===== src/rtl/exc_pkg.sv =====
package exc_pkg;
  localparam int NUM_REQ = 11;
  localparam int NUM_EVT = NUM_REQ + 1;
  localparam int NUM_HW_INT = 5;

  typedef enum logic [3:0] {
    EV_INT, EV_IADDR, EV_ITLB_REFILL, EV_ITLB_INVALID, EV_COP_UNUSABLE,
    EV_RESERVED, EV_GROUP, EV_DADDR, EV_DTLB_REFILL, EV_DTLB_INVALID,
    EV_DTLB_MOD, EV_RETURN, EV_NONE
  } evt_e;

  typedef struct packed {
    logic       takeExc;
    logic       takeEret;
    logic [4:0] code;
    logic       loadBad;
    logic       badIsData;
    logic       refill;
  } strobe_t;

  localparam logic [4:0] CODE_INT  = 5'd0;
  localparam logic [4:0] CODE_MOD  = 5'd1;
  localparam logic [4:0] CODE_TLBL = 5'd2;
  localparam logic [4:0] CODE_TLBS = 5'd3;
  localparam logic [4:0] CODE_ADEL = 5'd4;
  localparam logic [4:0] CODE_ADES = 5'd5;
  localparam logic [4:0] CODE_RI   = 5'd10;
  localparam logic [4:0] CODE_CPU  = 5'd11;

  localparam logic [7:0] KEY_BADVADDR = {5'd8, 3'd0};
  localparam logic [7:0] KEY_COUNT    = {5'd9, 3'd0};
  localparam logic [7:0] KEY_COMPARE  = {5'd11, 3'd0};
  localparam logic [7:0] KEY_STATUS   = {5'd12, 3'd0};
  localparam logic [7:0] KEY_CAUSE    = {5'd13, 3'd0};
  localparam logic [7:0] KEY_EPC      = {5'd14, 3'd0};
  localparam logic [7:0] KEY_CONFIG0  = {5'd16, 3'd0};
  localparam logic [7:0] KEY_CONFIG1  = {5'd16, 3'd1};
  localparam logic [7:0] KEY_ERROREPC = {5'd30, 3'd0};
endpackage


===== src/rtl/exc_ctrl.sv =====
module exc_ctrl
  import exc_pkg::*;
(
  input  logic               commitValid,
  input  logic [NUM_REQ-1:0] excReq,
  input  logic               intPending,
  input  logic               isStore,
  input  logic [4:0]         groupCode,
  output strobe_t            strobe,
  output logic               flush
);
  logic [NUM_EVT-1:0] evtVec;
  evt_e winner;

  always_comb begin
    evtVec = commitValid ? {excReq, intPending} : '0;
    winner = EV_NONE;
    for (int i = NUM_EVT - 1; i >= 0; i--) begin
      if (evtVec[i]) winner = evt_e'(4'(i));
    end
  end

  always_comb begin
    strobe = '0;
    strobe.takeExc = (winner != EV_NONE) && (winner != EV_RETURN);
    case (winner)
      EV_INT:          strobe.code = CODE_INT;
      EV_IADDR:        begin strobe.code = CODE_ADEL; strobe.loadBad = 1'b1; end
      EV_ITLB_REFILL:  begin strobe.code = CODE_TLBL; strobe.loadBad = 1'b1; strobe.refill = 1'b1; end
      EV_ITLB_INVALID: begin strobe.code = CODE_TLBL; strobe.loadBad = 1'b1; end
      EV_COP_UNUSABLE: strobe.code = CODE_CPU;
      EV_RESERVED:     strobe.code = CODE_RI;
      EV_GROUP:        strobe.code = groupCode;
      EV_DADDR: begin
        strobe.code = isStore ? CODE_ADES : CODE_ADEL;
        strobe.loadBad = 1'b1; strobe.badIsData = 1'b1;
      end
      EV_DTLB_REFILL: begin
        strobe.code = isStore ? CODE_TLBS : CODE_TLBL;
        strobe.loadBad = 1'b1; strobe.badIsData = 1'b1; strobe.refill = 1'b1;
      end
      EV_DTLB_INVALID: begin
        strobe.code = isStore ? CODE_TLBS : CODE_TLBL;
        strobe.loadBad = 1'b1; strobe.badIsData = 1'b1;
      end
      EV_DTLB_MOD: begin
        strobe.code = CODE_MOD;
        strobe.loadBad = 1'b1; strobe.badIsData = 1'b1;
      end
      EV_RETURN:       strobe.takeEret = 1'b1;
      default:         ;
    endcase
  end

  assign flush = strobe.takeExc | strobe.takeEret;
endmodule


===== src/rtl/exc_regs.sv =====
module exc_regs
  import exc_pkg::*;
#(
  parameter logic [31:0] VEC_BASE     = 32'h8000_0000,
  parameter bit          USER_MODE_EN = 1'b1,
  parameter logic [31:0] CONFIG0_VAL  = 32'h8000_0082,
  parameter logic [31:0] CONFIG1_VAL  = 32'h1E00_0000
) (
  input  logic                  clk,
  input  logic                  rstN,
  input  strobe_t               strobe,
  input  logic [31:0]           excPc,
  input  logic                  excDelaySlot,
  input  logic [31:0]           excDataAddr,
  input  logic [NUM_HW_INT-1:0] extInt,
  input  logic [4:0]            regNum,
  input  logic [2:0]            regSel,
  input  logic                  wrEn,
  input  logic [31:0]           wrData,
  output logic [31:0]           rdData,
  output logic [31:0]           redirectPc,
  output logic                  userMode,
  output logic                  intPending,
  output logic                  statusExl,
  output logic                  statusErl,
  output logic [31:0]           countVal
);
  localparam logic [31:0] GENERAL_OFS = 32'h0000_0180;

  logic [31:0] countR, compareR, epc, badVAddr, errorEpc;
  logic        tick, timerPend, ie, exl, erl, um, bd;
  logic [7:0]  im, ipVec;
  logic [1:0]  ipSw;
  logic [4:0]  excCode;
  logic [7:0]  regKey;
  logic        wrOk;

  assign regKey = {regNum, regSel};
  assign wrOk   = wrEn && !(strobe.takeExc || strobe.takeEret);
  assign ipVec  = {timerPend, extInt, ipSw};

  assign intPending = (|(ipVec & im)) && ie && !exl && !erl;
  assign userMode   = USER_MODE_EN && um && !exl && !erl;
  assign statusExl  = exl;
  assign statusErl  = erl;
  assign countVal   = countR;

  always_comb begin
    if (strobe.takeEret) redirectPc = erl ? errorEpc : epc;
    else redirectPc = VEC_BASE + ((strobe.refill && !exl) ? 32'h0 : GENERAL_OFS);
  end

  always_ff @(posedge clk or negedge rstN) begin
    if (!rstN) begin
      countR <= '0; compareR <= '1; tick <= 1'b0; timerPend <= 1'b0;
      ie <= 1'b0; exl <= 1'b0; erl <= 1'b1; um <= 1'b0; im <= '0;
      bd <= 1'b0; ipSw <= '0; excCode <= '0;
      epc <= '0; badVAddr <= '0; errorEpc <= '0;
    end else begin
      tick <= ~tick;
      if (tick) countR <= countR + 32'd1;
      if (countR == compareR) timerPend <= 1'b1;
      if (wrOk) begin
        case (regKey)
          KEY_COUNT:    begin countR <= wrData; tick <= 1'b0; end
          KEY_COMPARE:  begin compareR <= wrData; timerPend <= 1'b0; end
          KEY_STATUS: begin
            ie  <= wrData[0];
            exl <= wrData[1];
            erl <= wrData[2];
            um  <= USER_MODE_EN && wrData[4];
            im  <= wrData[15:8];
          end
          KEY_CAUSE:    ipSw <= wrData[9:8];
          KEY_EPC:      epc <= wrData;
          KEY_ERROREPC: errorEpc <= wrData;
          default:      ;
        endcase
      end
      if (strobe.takeExc) begin
        if (!exl) begin
          epc <= excDelaySlot ? excPc - 32'd4 : excPc;
          bd  <= excDelaySlot;
        end
        exl     <= 1'b1;
        excCode <= strobe.code;
        if (strobe.loadBad) badVAddr <= strobe.badIsData ? excDataAddr : excPc;
      end
      if (strobe.takeEret) begin
        if (erl) erl <= 1'b0;
        else exl <= 1'b0;
      end
    end
  end

  always_comb begin
    rdData = '0;
    case (regKey)
      KEY_BADVADDR: rdData = badVAddr;
      KEY_COUNT:    rdData = countR;
      KEY_COMPARE:  rdData = compareR;
      KEY_STATUS:   rdData = {16'b0, im, 3'b0, um, 1'b0, erl, exl, ie};
      KEY_CAUSE:    rdData = {bd, 15'b0, ipVec, 1'b0, excCode, 2'b0};
      KEY_EPC:      rdData = epc;
      KEY_CONFIG0:  rdData = CONFIG0_VAL;
      KEY_CONFIG1:  rdData = CONFIG1_VAL;
      KEY_ERROREPC: rdData = errorEpc;
      default:      rdData = '0;
    endcase
  end
endmodule


===== src/rtl/exc_unit.sv =====
module exc_unit
  import exc_pkg::*;
#(
  parameter logic [31:0] VEC_BASE     = 32'h8000_0000,
  parameter bit          USER_MODE_EN = 1'b1,
  parameter logic [31:0] CONFIG0_VAL  = 32'h8000_0082,
  parameter logic [31:0] CONFIG1_VAL  = 32'h1E00_0000
) (
  input  logic        clk,
  input  logic        rstN,
  input  logic        commitValid,
  input  logic [10:0] excReq,
  input  logic [31:0] excPc,
  input  logic        excDelaySlot,
  input  logic [31:0] excDataAddr,
  input  logic        excIsStore,
  input  logic [4:0]  excGroupCode,
  input  logic [4:0]  extInt,
  input  logic [4:0]  cpRegNum,
  input  logic [2:0]  cpRegSel,
  input  logic        cpWrEn,
  input  logic [31:0] cpWrData,
  output logic [31:0] cpRdData,
  output logic        flush,
  output logic [31:0] redirectPc,
  output logic        userMode
);
  strobe_t     strobe;
  logic        intPending, statusExl, statusErl;
  logic [31:0] countVal;

  exc_ctrl ctrl (
    .commitValid(commitValid), .excReq(excReq), .intPending(intPending),
    .isStore(excIsStore), .groupCode(excGroupCode),
    .strobe(strobe), .flush(flush)
  );

  exc_regs #(
    .VEC_BASE(VEC_BASE), .USER_MODE_EN(USER_MODE_EN),
    .CONFIG0_VAL(CONFIG0_VAL), .CONFIG1_VAL(CONFIG1_VAL)
  ) regs (
    .clk(clk), .rstN(rstN), .strobe(strobe),
    .excPc(excPc), .excDelaySlot(excDelaySlot), .excDataAddr(excDataAddr),
    .extInt(extInt), .regNum(cpRegNum), .regSel(cpRegSel),
    .wrEn(cpWrEn), .wrData(cpWrData), .rdData(cpRdData),
    .redirectPc(redirectPc), .userMode(userMode), .intPending(intPending),
    .statusExl(statusExl), .statusErl(statusErl), .countVal(countVal)
  );
endmodule


===== config.mk =====
export PLATFORM = sky130hd
export DESIGN_NAME = exc_unit
export DESIGN_NICKNAME = d
export VERILOG_FILES = /design/src/rtl/exc_pkg.sv /design/src/rtl/exc_ctrl.sv /design/src/rtl/exc_regs.sv /design/src/rtl/exc_unit.sv
export SDC_FILE = /design/constraint.sdc
export NUM_CORES = 1
export LEC_CHECK = 0
export BUFFER_PORTS_ARGS = -buffer_cell sky130_fd_sc_hd__buf_4
export CAP_MARGIN = 20
export CORE_ASPECT_RATIO = 1.25
export CORE_MARGIN = 1.5
export CORE_UTILIZATION = 25
export CTS_BUF_LIST = sky130_fd_sc_hd__clkbuf_8 sky130_fd_sc_hd__clkbuf_16
export DETAILED_ROUTE_END_ITERATION = 10
export PLACE_DENSITY = 0.42
export SYNTH_ARGS = -nofsm -noshare
export SYNTH_HDL_FRONTEND = slang
export SYNTH_SLANG_ARGS = --single-unit

===== constraint.sdc =====
create_clock -name clk -period 3.3 [get_ports clk]
set_input_delay 0.33 -clock clk [delete_from_list [all_inputs] [get_ports clk]]
set_output_delay 0.33 -clock clk [all_outputs]
set_load 0.01 [all_outputs]

# After elaboration in Yosys (flattened, before gate mapping)
# Index checks and enable logic that the tools add are counted.
[classes]
eq_ne = 23
addsub = 3
reduce_logical = 24
n_bitwise = 4
muxes = 47
[op_table]
columns = ["op", "count"]
rows = [
  ["two-way mux 32 bit", 11],
  ["case mux 32 bit (9 select lines)", 1],
  ["== test 8 x 7 -> 1 bit (second input constant)", 6],
  ["case mux 5 bit (8 select lines)", 1],
  ["adder 32 x 1 -> 32 bit (second input constant)", 1],
  ["adder 32 bit (first input constant)", 1],
  ["== test 32 bit", 1],
  ["two-way mux 4 bit", 8],
  ["subtractor 32 x 3 -> 32 bit (second input constant)", 1],
  ["== test 8 bit (second input constant)", 3],
  ["two-way mux 1 bit", 20],
  ["== test 4 x 3 -> 1 bit (second input constant)", 4],
  ["== test 4 bit (second input constant)", 4],
  ["two-way mux 12 bit", 1],
  ["two-way mux 3 bit", 4],
  ["AND reduction 2 bit", 6],
  ["two-way mux 9 bit", 1],
  ["bitwise AND 8 bit", 1],
  ["== test 4 x 2 -> 1 bit (second input constant)", 2],
  ["logical AND 1 bit", 8],
  ["inequality test 4 bit (second input constant)", 2],
  ["OR reduction 8 bit", 1],
  ["OR reduction 7 bit", 1],
  ["OR reduction 2 bit", 3],
  ["other kinds (6)", 9],
]
[word_totals]
word_cells = 116
input_bits = 131
reg_bits = 182

# Longest topological paths before layout
# Gate-level depths: netlist of the first run.
[depth]
depth_word = 27
ltp_mapped = 9
ltp_nobuf = 8

# Cells and area by module
# Synthesis of the first run repeated with hierarchy kept, for this count alone.
[hier_totals]
cells_unflattened = 1172
area_unflattened_um2 = 11596.1
[modules_own_cells]
columns = ["module", "area_each_um2", "cells_per_inst", "instances"]
rows = [
  ["exc_regs", 11220.8, 1116, 1],
  ["exc_ctrl", 375.4, 56, 1],
]

# Least setup slack after synthesis of the first run
# Ideal clock, no wire load.
[synth_timing]
path_kind = "register to register"
start = "reg regs.erl (netlist: regs.statusErl)"
end = "reg regs.badVAddr[0]"
path_stages_with_launch = 9
path_buffers = 3
t_arrival_ns = 2.151
path_slack_ns = 1.023
path_cell_list = "dfstp_2 > buf_2 > nor2_1 > and4_1 > clkbuf_1 > nor2_1 > buf_2 > mux2_2 > mux2_4"
[synth_between]
elab_chain_len = 8
elab_cells_between_ends = 20
cone_classes = "9 x eq/ne; 5 x mux; 6 x reduce/logical"
[synth_lines]
columns = ["element", "line_no", "rtl"]
rows = [
  ["from (decl)", "exc_regs.sv:31", "logic tick, timerPend, ie, exl, erl, um, bd;"],
  ["from (signal assigned)", "exc_regs.sv:70", "erl <= wrData[2];"],
  ["zero test 1 bit *", "exc_regs.sv:42", "assign intPending = (|(ipVec & im)) && ie && !exl && !erl;"],
  ["logical AND 1 bit *", "exc_regs.sv:42", ""],
  ["two-way mux 12 bit *", "exc_ctrl.sv:16", "evtVec = commitValid ? {excReq, intPending} : '0;"],
  ["two-way mux 4 bit *", "exc_ctrl.sv:19", "if (evtVec[i]) winner = evt_e'(4'(i));"],
  ["== test 4 x 1 -> 1 bit (tied with other cells)", "exc_ctrl.sv:26", "case (winner)"],
  ["OR reduction 7 bit (no line) or OR reduction 4 bit (tied branches)", "-", ""],
  ["two-way mux 1 bit", "exc_ctrl.sv:26", ""],
  ["AND reduction 2 bit (no line) or two-way mux 32 bit (tied branches)", "-", ""],
  ["to (signal assigned)", "exc_regs.sv:87", "if (strobe.loadBad) badVAddr <= strobe.badIsData ? excDataAddr : excPc;"],
  ["to (decl)", "exc_regs.sv:30", "logic [31:0] countR, compareR, epc, badVAddr, errorEpc;"],
]
# Mark *: on every way between the ends. The rest lies on a longest branch, timed or not.
# A chain may end at the register's enable or synchronous reset.

# Final worst setup path of the first run
[layout_timing]
start = "reg regs.im[3]"
end = "out redirectPc[7]"
[layout_between]
elab_chain_len = 14
elab_cells_between_ends = 17
cone_classes = "1 x add/sub; 3 x eq/ne; 6 x mux; 1 x bitwise; 6 x reduce/logical"
[layout_lines]
columns = ["element", "line_no", "rtl"]
rows = [
  ["from (decl)", "exc_regs.sv:32", "logic [7:0] im, ipVec;"],
  ["from (signal assigned)", "exc_regs.sv:72", "im <= wrData[15:8];"],
  ["bitwise AND 8 bit *", "exc_regs.sv:42", ""],
  ["OR reduction 8 bit *", "exc_regs.sv:42", ""],
  ["logical AND 1 bit * (3 in a row)", "exc_regs.sv:42", ""],
  ["two-way mux 12 bit *", "exc_ctrl.sv:16", ""],
  ["two-way mux 4 bit *", "exc_ctrl.sv:19", ""],
  ["== test 4 x 2 -> 1 bit or == test 4 bit (tied branches)", "exc_ctrl.sv:26", ""],
  ["OR reduction 2 bit (no line)", "-", ""],
  ["two-way mux 1 bit", "exc_ctrl.sv:26", ""],
  ["logical AND 1 bit", "exc_regs.sv:50", "else redirectPc = VEC_BASE + ((strobe.refill && !exl) ? 32'h0 : GENERAL_OFS);"],
  ["two-way mux 9 bit", "exc_regs.sv:50", ""],
  ["adder 32 bit", "exc_regs.sv:50", ""],
  ["two-way mux 32 bit *", "exc_regs.sv:49", "if (strobe.takeEret) redirectPc = erl ? errorEpc : epc;"],
  ["to (decl)", "exc_unit.sv:25", "output logic [31:0] redirectPc,"],
]
# Marked as above.

==> impl_summary.md, run 1 <==
Status
The run finished with clean final reports.

Timing
Timing would allow up to ~320 MHz. The share of the clock period used by the worst path after layout is 0.946. Measured against its own limit, the worst slew margin works out to 0.471. The total negative slack for setup checks is 0 ps. The final setup violation count is 0. Setup repair after global routing left no endpoint under its margin.

The number of failing hold endpoints at the final stage is 0. The worst-case clock skew is roughly 12 ps. The number of pins with negative max-slew slack in the final report is 0.

The time the final worst path needs with I/O delays and setup is 3120 ps. At the pin with the least slew margin, the transition time is a little under 800 ps.

Logic synthesis
The netlist uses 70 different library cells. The proportion of synthesized chip area in sequential cells is 0.416. The count of flip-flops with a built-in enable after synthesis is 0.

After synthesis the netlist holds a flip-flop and latch count of about 180. Yosys printed 0 warnings. Synthesis handed over a netlist of 1005 instances. The mapped netlist covers between 10000 and 15000 µm². The primary flip-flop cell chosen by synthesis mapping is sky130_fd_sc_hd__dfrtp_1. The number of nets in the synthesized netlist is 1138. The per-instance average area after synthesis is around 11 µm².

After synthesis, the share of flip-flops with an asynchronous set or reset is 1.00. After synthesis, the cell types taking the most area are sky130_fd_sc_hd__dfrtp_1 34%, sky130_fd_sc_hd__mux2_2 12%, sky130_fd_sc_hd__mux2i_1 8.4%. Of all cell types, the one taking the most synthesized area is sky130_fd_sc_hd__dfrtp_1. Of the post-synthesis cell area, the dominant cell type holds 0.338.

Setup path
The maximum fanout encountered on the critical timing path is 6. The slowest stage of the critical path belongs to the cell sky130_fd_sc_hd__a2111oi_1. The most frequent cell on the critical path is sky130_fd_sc_hd__buf_4. At the worst endpoint, the required time is between 2000 and 3000 ps. In this design, the stage delay of the slowest critical-path cell is between 600 and 700 ps.

The critical path capture point type is a primary output. Counting both buffers and inverters, the worst setup path holds a total of 2. The type of the setup path with the least slack is flip-flop to primary output. The reg-to-reg critical path startpoint is regs.im[3].

Among cell families on the critical path, the largest total delay comes from compound AO/OA/AOI/OAI gates. The worst reg2reg path endpoint is regs.badVAddr[9]. Data on the critical path arrives at its endpoint at 2790 ps. The setup slack on the worst flop-to-flop path is between 600 and 700 ps. The number of cells on the worst reg-to-reg path is 8. The kind of start point of the critical path is a flip-flop. In this run the worst setup path begins at regs.im[3].

The signal on the critical path passes through a22oi_1, nand4_1, buf_4, and4_1, a2111oi_1, a21oi_1, buf_4.

Layout
At the end of the flow, the number of nets in the layout was about 1300. Relative to the synthesized area, the layout overhead comes to 26.4%. The filler cells instantiated in the layout total 4481. The antenna cell count is 0. Measured on the finished design, the core utilization comes to 0.323. Of the cells placed in the final design, the portion with a size suffix greater than 1 is 0.392.

Die
The row count is between 80 and 90. In this run the standard cell core region covers about 43000 µm². The initial standard-cell utilization of the core is 0.255.

The die is 238 µm tall. Pin placement for this block handled between 150 and 200 I/O pins. The die covers about 45000 µm². Measured along the x axis, the die boundary spans 191 µm.

Drt
The DRC violation total after the first TritonRoute iteration is roughly 650. The total length of routed wires is ~41000 µm. In the routed design, unresolved DRC markers number 0. Using the TritonRoute via totals, the vias-per-cell ratio works out to 4.99. In the final routed layout, each cell accounts on average for about 23 µm. The via count of the routed design is between 8000 and 9000. The pre-antenna-repair detailed-routing pass consisted of 6 iterations.

Once detail routing completed, the nets flagged for antenna violations numbered 0.

Placement
The congestion estimate from routability-driven global placement came to 0.810. Detailed placement ended at an HPWL of about 30000 µm. Buffers placed on the I/O ports in this run total 196.

GRT
Summed over all layers, the global routing overflow is 0. The number of antenna violations at the first check in global routing was 0. The first global-routing pass estimated about 61000 µm of wire.

The via count of the first global-routing pass is 9198. The maximum number of pins on one net before global-route repair is 80. The overall routing resource usage is 0.182.

Clock tree
The clock tree from TritonCTS is done. The clock net in this run drives a total of between 150 and 200 sinks. Buffers inserted during clock tree synthesis total 17. CTS built an H-tree with a depth of 4. CTS placed an instance of sky130_fd_sc_hd__clkbuf_16 at the clock tree root. The maximum count of clock buffers along a single path is 2. The clock edge transition at the registers on the reported setup and hold paths is around 80 ps. The later-pin clock latency in the skew report is 450 ps.

Pwr
Total power for the finished layout comes to about 5.7 mW. Across the VDD grid, the largest voltage drop is roughly 350 µV. The leakage power summed over all cells is 5.75 nW.

The power per standard cell area is just over 400 nW/µm².

Hold path
The instance count along the most critical hold path is 2. The tightest min-delay check is of the input pin to flip-flop type. The worst hold path startpoint is excDataAddr[17]. For hold timing, the worst endpoint is regs.badVAddr[17].

Flow run
The tool flagged a number of max-cap violations equal to 0.
power by group:
part	leakage, nW	switching, mW	internal [mW]
Combinational	3.31	0.406	0.445
Sequential	2.13	0.186	2.41
Clock	0.315	0.979	1.32
per-layer routing:
metal	up-vias	global-route usage	routed length (µm)
li1	4089	-	-
met4	0	0.0449	522
met5	-	0	0
met3	29	0.0253	1680
met1	4492	0.227	17500
met2	216	0.325	21200
through the flow:
step / instances / instance area (µm²) / hold WS, ps / setup WS [ps]
4_1_cts: 1767 / 13900 / 78.5 / 93.0
3_5_place_dp: 1733 / 13300 / 314 / 274
3_3_place_gp: 1733 / 13300 / 312 / 207
5_1_grt: 1769 / 14000 / 81.1 / 125
6_report: 1769 / 14000 / 99.6 / 177
2_1_floorplan: 1005 / 11000 / 34.4 / 1020
synth_stat cells (3+ instances only):
| master | count |
|---|---|
| sky130_fd_sc_hd__mux2_2 | 118 |
| sky130_fd_sc_hd__a221o_1 | 3 |
| sky130_fd_sc_hd__buf_4 | 4 |
| sky130_fd_sc_hd__o31a_1 | 3 |
| sky130_fd_sc_hd__dfstp_2 | 33 |
| sky130_fd_sc_hd__and2_1 | 5 |
| sky130_fd_sc_hd__and4_1 | 7 |
| sky130_fd_sc_hd__a21oi_1 | 7 |
| sky130_fd_sc_hd__buf_6 | 7 |
| sky130_fd_sc_hd__o21ai_0 | 32 |
| sky130_fd_sc_hd__mux2_4 | 31 |
| sky130_fd_sc_hd__clkbuf_1 | 35 |
| sky130_fd_sc_hd__nor2_1 | 66 |
| sky130_fd_sc_hd__nand2_1 | 80 |
| sky130_fd_sc_hd__xor2_1 | 15 |
| sky130_fd_sc_hd__or3_1 | 3 |
| sky130_fd_sc_hd__buf_1 | 3 |
| sky130_fd_sc_hd__nor3_1 | 19 |
| sky130_fd_sc_hd__and3_1 | 7 |
| sky130_fd_sc_hd__mux2i_1 | 93 |
| sky130_fd_sc_hd__nand4_1 | 16 |
| sky130_fd_sc_hd__a221oi_1 | 7 |
| sky130_fd_sc_hd__buf_2 | 13 |
| sky130_fd_sc_hd__nand3_1 | 22 |
| sky130_fd_sc_hd__nand2b_1 | 4 |
| sky130_fd_sc_hd__nor4_1 | 7 |
| sky130_fd_sc_hd__o21ai_1 | 4 |
| sky130_fd_sc_hd__nor3b_1 | 3 |
| sky130_fd_sc_hd__inv_1 | 13 |
| sky130_fd_sc_hd__nor4_2 | 4 |
| sky130_fd_sc_hd__a22oi_1 | 39 |
| sky130_fd_sc_hd__a222oi_1 | 34 |
| sky130_fd_sc_hd__xnor2_1 | 76 |
| sky130_fd_sc_hd__dfrtp_1 | 149 |
cells by family after synthesis:
family | Yosys count | synth area share
compound gates | 147 | 0.106
xor+xnor | 91 | 0.0722
fa+ha+maj | 2 | 0.00227
buf+inv | 78 | 0.0363
flops | 182 | 0.416
mux | 243 | 0.248
simple gates | 262 | 0.119
sequential cells by signal, summed over array words and instances (netlist names):
signal	flops
regs.badVAddr	32
regs.countVal	32
regs.statusExl	1
regs.statusErl	1
regs.compareR	32
regs.bd	1
regs.tick	1
regs.epc	32
regs.errorEpc	32
regs.timerPend	1
regs.excCode	5
regs.ie	1
regs.um	1
regs.ipSw	2
regs.im	8
repair_timing:
item / 4_1_cts / 5_1_grt
pin swaps: 1 / 0
setup endpoints to repair: 23 / 8
resized for setup: 1 / 0
setup buffers: 1 / 1
endpoints found under the hold margin: 42 / 0
hold buffers: 1 / 0
area by class of cell:
cell class,instances,area (µm²),area share
clock buffers,19,453,0.0324
clock inverters,13,194,0.0139
inverters,13,48.8,0.00349
multi-input cells,745,6100,0.437
flip-flops and latches,182,4600,0.329
well taps,565,707,0.0506
repair buffers,232,1860,0.133
worst max-delay path by stage:
stage | endpoint | slack, ps | cells past startpoint
floorplan | regs.badVAddr[0] | 1020 | 8
global placement | redirectPc[7] | 210 | 8
detailed placement | redirectPc[7] | 270 | 8
CTS | redirectPc[1] | 90 | 9
global route | redirectPc[16] | 130 | 9
finish | redirectPc[7] | 180 | 7
cells in the final DEF (no fill, tap or decap), types with 22 or more instances in the layout:
cell	synthesis	layout
sky130_fd_sc_hd__mux2_2	118	118
sky130_fd_sc_hd__nand3_1	22	22
sky130_fd_sc_hd__mux2i_1	93	93
sky130_fd_sc_hd__mux2_4	31	31
sky130_fd_sc_hd__o21ai_0	32	32
sky130_fd_sc_hd__dfrtp_1	149	149
sky130_fd_sc_hd__buf_4	4	221
sky130_fd_sc_hd__nor2_1	66	63
sky130_fd_sc_hd__xnor2_1	76	76
sky130_fd_sc_hd__a222oi_1	34	34
sky130_fd_sc_hd__dfstp_2	33	33
sky130_fd_sc_hd__a22oi_1	39	39
sky130_fd_sc_hd__nand2_1	80	80
No activity file was read; power rests on OpenSTA's default activity.
==> run 2: changes to the inputs <==
Settings changed: ABC_AREA set to 1, REMOVE_ABC_BUFFERS set to 1.
==> impl_summary.md, run 2 <==
Drt
For this block, the via count after detailed routing is roughly 13000. The total length of routed wires is 55700 µm. After detailed routing, the average wire length per cell comes to between 20 and 25 µm. The detail route stage leaves a number of antenna-violating nets equal to 0.

For this run, the detailed router's first-pass iteration total came to 5. In the routed design, unresolved DRC markers number 0. The post-detailed-route via-to-cell ratio is roughly 4.8. In this run, the number of DRC markers left after iteration 0 of detailed routing was 1146.

GRT
The first global-routing pass estimated slightly above 80000 µm of wire. The busiest layer in global routing is met2. The via count of the first global-routing pass is around 12000.

Entering global routing, the biggest net connects 66 pins. In the global route stage, met1 resource usage came out at 0.302. The met3 track utilization from global routing is 0.0238. The number of antenna violations at the first check in global routing is 2. The met2 usage is 0.370.

In the global route stage, overall resource usage came out at 0.220. The global route total overflow is 0.

Logic synthesis
Yosys attributes the largest share of cell area to sky130_fd_sc_hd__dfrtp_1 30%, sky130_fd_sc_hd__nand2_1 17%, sky130_fd_sc_hd__o21ai_0 7.9%. In the synthesized netlist the async set-or-reset flop fraction comes to 1.00. Synthesis produced a netlist whose cell count is about 1800.

The share of the Yosys chip area taken by registers is 0.376. In this run, synthesis produced a sequential element count of 182. The cell area after synthesis is 12200 µm². Of all cell types, the one taking the most synthesized area is sky130_fd_sc_hd__dfrtp_1. The number of different library cells used by synthesis comes to approximately 50. The commonest cells after synthesis are 566 x sky130_fd_sc_hd__nand2_1, 228 x sky130_fd_sc_hd__inv_1, 193 x sky130_fd_sc_hd__o21ai_0. The synthesized design contains 0 enable-type register cells. Averaged over all synthesized cells, the footprint is just under 7 µm². By instance count, the leading cell after synthesis is sky130_fd_sc_hd__nand2_1. The Yosys step of the flow raised 0 warnings.

The most used flip-flop cell after synthesis is sky130_fd_sc_hd__dfrtp_1. The fraction of synthesized cell area taken by the top area cell type is 0.305.

Setup path
The critical path capture point type is a primary output. The required time at the endpoint of the critical path is approximately 3000 ps. The slowest stage of the critical path is the sky130_fd_sc_hd__dfrtp_1 cell. The number of cells on the worst reg-to-reg path is 10.

Walking the worst path, the cells encountered are nand2_1, nand2_1, nor2_1, nand2_2, nand2_2, nand2_1, a21oi_4, inv_4, nor2_8, nand3_4, clkinv_8, buf_12, nand2_1, o21ai_0, buf_4. STA classifies the critical path startpoint as a flip-flop. For the worst setup path, the data arrival time is between 2000 and 3000 ps. The most numerous cell type found on the critical path is sky130_fd_sc_hd__nand2_1.

The maximum fanout encountered on the critical timing path is 9. The critical path's largest stage delay is roughly 400 ps. The type of the setup path with the least slack is flip-flop to primary output.

Timing
The time the final worst path needs with I/O delays and setup is about 3100 ps. For the pin with the worst max-slew slack, the measured transition is around 780 ps. The timing-limited maximum frequency is roughly 320 MHz. Setup violations remaining at the end of the flow were counted as 0. The number of pins with negative max-slew slack in the final report is 0.

Setup repair after global routing left no endpoint under its margin. The share of the clock period used by the worst path after layout is 0.949. The number of failing hold endpoints at the final stage came to 0. The worst-case clock skew is about 11 ps. Summed over all failing endpoints, the final setup total negative slack is 0 ps. The normalized max-slew margin is 0.483.

Layout
After the last flow step, the layout net total stands at slightly above 2000. The layout has around 5400 filler cells. The area added between synthesis and finish is 24.1%. In the layout the commonest cells are 564 x sky130_fd_sc_hd__nand2_1, 230 x sky130_fd_sc_hd__inv_1, 226 x sky130_fd_sc_hd__buf_4. The commonest non-fill, non-tap cell in the layout is sky130_fd_sc_hd__nand2_1.

Leaving out filler cells and counting taps, the final layout contains between 2000 and 3000. Of the cells placed in the final design, the portion with a size suffix greater than 1 is 0.175. The repair_antennas step left the layout with diodes totalling 0.

Die
The die extent in x is roughly 200 µm. The full die area is around 50000 µm². In this run the core area contains 90 standard-cell rows. The vertical die dimension is 250 µm. The count of pins on the block boundary is 197.

The placeable core region is ~48000 µm². The initial utilization of the core area, before any placement, comes to 0.253.

Pwr
The maximum vdd drop is 259 µV. Summed over all cells, the static leakage comes to ~7 nW. Power spread over the standard cell area amounts to approximately 440 nW/µm².

Placement
Routability-driven placement finished with a final weighted congestion of between 0.9 and 1. The number of placed instances, taps included, is 2563. The count of input and output buffers is ~200. The HPWL after detailed placement is roughly 43000 µm.

Clock tree
No sink is reached through more buffers than the 2 on the longest clock path. TritonCTS created 17 clock buffers. The later pin in the worst-skew pair is clocked with a latency of roughly 460 ps.

The cell at the root of the clock tree is sky130_fd_sc_hd__clkbuf_16. The CTS sink count is between 150 and 200. CTS built an H-tree with a depth of 4. The clock tree from TritonCTS is done. The clock edge transition at the registers on the reported setup and hold paths is ~80 ps.

Hold path
In this run the worst hold path is classified as input pin to flip-flop. The instance count along the most critical hold path is 3.

Status
The run finished with clean final reports.

Flow run
The max-cap violation count is 0.
-- run 2: cell families (layout without fill, tap and decap cells) --
| kind of cell | after synthesis | after routing | share of synthesized area |
|---|---|---|---|
| simple gates | 879 | 879 | 0.311 |
| compound gates | 308 | 308 | 0.149 |
| buf+inv | 325 | 508 | 0.109 |
| fa+ha+maj | 2 | 2 | 0.00204 |
| xor+xnor | 76 | 76 | 0.0544 |
| flops | 182 | 182 | 0.376 |
-- run 2: final cells by class --
cell class                 count  area (µm²)  share of cell area
timing repair buffer         239        1940               0.128
multi-input combinational   1265        6330               0.417
inverter                     237         907              0.0597
tap                          644         806              0.0531
clock inverter                13         158              0.0104
clock buffer                  19         453              0.0298
sequential                   182        4600               0.303
-- run 2: report_power, final --
group	internal, mW	switching (mW)
registers	2.56	0.323
logic	0.557	1.01
clock network	1.23	0.996
-- run 2: final timing paths --
| check | startpoint | to | slack [ps] |
|---|---|---|---|
| setup / recovery | regs.im[7] | redirectPc[9] | 170 |
| hold / removal | cpWrData[3] | regs.countVal[3] | 100 |
| setup reg to reg | regs.im[7] | regs.badVAddr[17] | 530 |
| hold reg to reg | regs.excCode[0] | regs.excCode[0] | 490 |
| max in group asynchronous | rstN | regs.compareR[22] | 1900 |
| min in group asynchronous | rstN | regs.badVAddr[3] | 470 |
-- run 2: critical path, delay by kind of cell, from the launching register on --
kind | cells | cell delay, ps
and+or+nand+nor | 9 | 1140
buffers and inverters | 4 | 520
DFF | 1 | 400
AOI/OAI and AO/OA | 2 | 270
-- run 2: what timing repair did --
item | in CTS | in global routing
buffers inserted | 0 | 3
pin swaps | 0 | 1
gates cloned | 0 | 0
setup endpoints to repair | 32 | 22
resized for setup | 6 | 1
hold buffers | 1 | 0
endpoints found under the hold margin | 50 | 0
-- run 2: routing by layer --
layer | vias up | wire (µm)
met2 | 336 | 27000
met3 | 35 | 2420
met4 | 0 | 759
li1 | 6107 | -
met5 | - | 0
met1 | 6088 | 25500
-- run 2: metrics by stage --
step                cell area [µm²]  total power, mW  hold WS [ps]   util  setup slack, ps
floorplan                     11800             3.73          34.4      -             -103
global route                  15200             7.03          91.3  0.314             17.9
global placement              14500             4.45           404  0.300              205
finish                        15200             6.68           100  0.314              168
CTS                           15100             6.71          75.1  0.313             19.0
detailed placement            14500             4.47           404  0.300              167
==> run 3: changes to the inputs <==
Settings changed: BUFFER_PORTS_ARGS -buffer_cell sky130_fd_sc_hd__buf_4 to -buffer_cell sky130_fd_sc_hd__buf_2.
==> impl_summary.md, run 3 (same netlist as run 2, synthesis figures left out) <==
Timing
The number of pins with negative max-slew slack in the final report is 0. Setup repair after global routing left no endpoint under its margin. The share of the clock period used by the worst path after layout is 0.938.

The timing-limited maximum frequency is approximately 320 MHz. The time the final worst path needs with I/O delays and setup is a little over 3000 ps. Headroom to the max-slew limit came out at 0.479. The slew of the pin with the lowest slew margin is approximately 780 ps. Setup violations remaining at the end of the flow were counted as 0. The number of failing hold endpoints at the final stage is 0. Between clock sinks in the finished design, the worst skew comes to around 9 ps.

Status
The flow ran to the end, and the final reports show no timing, DRC or antenna violations.

Layout
The share of cells above drive strength 1 is 0.178. After routing the design area is roughly 15000 µm². The library cells used most frequently in the layout, excluding fill and tap cells, are 564 x sky130_fd_sc_hd__nand2_1, 228 x sky130_fd_sc_hd__inv_1, 195 x sky130_fd_sc_hd__buf_2. The library cell used most frequently in the layout, excluding fill and tap cells, is sky130_fd_sc_hd__nand2_1. The number of standard cells in the layout, taps in and fillers out is between 2000 and 3000. The net count of the finished layout is around 2100. Fill cells in the final layout number around 5400. Relative to the synthesized area, the layout overhead comes to 19.9%. Summing all flip-flop and latch instances after layout gives 4600 µm².

The multi-input combinational cells in the finished layout cover a total of about 6300 µm².

Drt
After detailed routing, the number of vias per cell comes to between 4 and 5. The detailed-router iteration count before antenna repair is 5. The total length of routed wires is approximately 56000 µm. Summing over every cut layer, the via total after detailed routing is 12500. The average wire per cell in the routed design is approximately 21 µm. The DRC violation total after the first TritonRoute iteration is slightly below 1000.

For this run, design rule violations remaining after detail routing come to 0. In this run the remaining antenna-violating nets after routing total 0.

Hold path
The startpoint identified for the worst hold timing path is excIsStore. The tightest min-delay check is of the input pin to flip-flop type.

Flow run
The tool flagged a number of max-cap violations equal to 0.

GRT
For met3 alone, demand over resource in global routing was 0.0262. The fraction of met1 tracks used by global routing is 0.290. For this run, global-route usage on met2 was measured as 0.369. The overall routing resource usage is 0.219. The first global-routing pass estimated 81600 µm of wire. The number of antenna violations at the first check in global routing came to 5. The busiest layer in global routing is met2. The global route total overflow is 0. The via count of the first global-routing pass is between 10000 and 15000. The maximum number of pins on one net before global-route repair is 81.

Setup path
The most frequent cell on the critical path is sky130_fd_sc_hd__nand2_1. The critical path's largest stage delay is about 400 ps. For this design, the slowest cell found on the critical path is sky130_fd_sc_hd__dfrtp_1. The required time at the endpoint of the critical path is around 3000 ps. The maximum fanout encountered on the critical timing path is 22. Tracing the worst setup path back leads to its startpoint at regs.im[5]. The critical path capture point type is a primary output.

The worst setup path is launched from a flip-flop. The type of the setup path with the least slack is flip-flop to primary output. The reg-to-reg critical path startpoint is regs.im[5].

The signal on the critical path passes through nand2_1, nand2_1, nor2_1, nand2_2, nand2_4, nand2_1, a21oi_4, inv_4, nor2_8, nand3_4, buf_12, o22ai_1, buf_2. The number of buffers and inverters on the critical path is 3. At the worst endpoint, the arrival time is 2770 ps. The dominant delay contributor by cell family on the critical path is simple AND/OR/NAND/NOR gates.

Placement
The number of placed instances, taps included is about 2600. The congestion estimate from routability-driven global placement came to between 0.8 and 0.9. The area of placed instances is about 14000 µm². The post-detailed-placement half-perimeter wirelength is about 42000 µm.

The count of input and output buffers is slightly below 200.

Clock tree
The later-pin clock latency in the skew report is about 460 ps. The clock edge transition at the registers on the reported setup and hold paths is 70 ps. The longest clock path from root to sink contains 2 buffers.

The maximum level of the CTS H-tree is 4. The CTS sink count is about 180. The cell at the root of the clock tree is sky130_fd_sc_hd__clkbuf_16.

Buffers inserted during clock tree synthesis total 17. The clock tree from TritonCTS is done.

Pwr
The analysis attributes to cell leakage a power of 7.07 nW. In this run the power density over the cells is 439 nW/µm². The maximum vdd drop is roughly 240 µV.

Die
The placeable core region is between 40000 and 50000 µm². The die is 250 µm tall. The count of pins on the block boundary is 197.

The floorplan step set the die width to between 200 and 250 µm. In this run the core area contains 90 standard-cell rows. For this configuration, the core starts out at a cell density of 0.253. The die covers ~50000 µm².
[run 3: per-layer routing]
metal	part of all wire	wire [µm]	up-vias
li1	-	-	6105
met1	0.45	25000	6022
met2	0.48	26800	352
met3	0.042	2350	59
met4	0.031	1710	0
met5	0	0	-
[run 3: worst min-delay path, cell delays in order]
cell,delay (ps)
sky130_fd_sc_hd__buf_2,90
sky130_fd_sc_hd__a21oi_1,60
sky130_fd_sc_hd__nand2_1,50
[run 3: layout make-up]
type	count	share of cell area
multi-input combinational	1265	0.432
tap	644	0.0549
antenna	1	0.000170
clock inverter	12	0.00699
inverter	237	0.0615
timing repair buffer	242	0.0995
sequential	182	0.313
clock buffer	20	0.0318
[run 3: final timing paths]
kind / end / depth (start not counted) / slack (ps)
setup / recovery: redirectPc[20] / 13 / 200
hold / removal: regs.excCode[0] / 3 / 110
max in group asynchronous: regs.compareR[1] / 3 / 1920
hold reg to reg: regs.compareR[17] / 2 / 490
min in group asynchronous: regs.badVAddr[3] / 2 / 480
setup reg to reg: regs.badVAddr[17] / 10 / 580
[run 3: per-stage QoR]
stage / power (mW) / hold WS, ps / worst slack, ps / utilization / TNS, ps
after detailed placement: 4.41 / 449 / 26.9 / 0.290 / 0
after floorplan: 3.73 / 34.4 / -103 / - / -3280
after global placement: 4.40 / 450 / 33.0 / 0.290 / 0
after global routing: 6.82 / 121 / 6.70 / 0.304 / 0
final: 6.45 / 108 / 205 / 0.304 / 0
after CTS: 6.50 / 93.0 / 8.56 / 0.302 / 0
[run 3: what timing repair did]
item / 4_1_cts / 5_1_grt
hold buffers: 1 / 0
setup endpoints to repair: 32 / 28
gates resized for setup: 5 / 5
pin swaps: 1 / 1
buffers inserted: 1 / 2
hold endpoints to repair: 63 / 0
cloned: 0 / 2
[run 3: where the power goes]
group          internal (mW)  switching (mW)
combinational          0.507           0.989
sequential              2.56           0.321
clock                   1.10           0.969
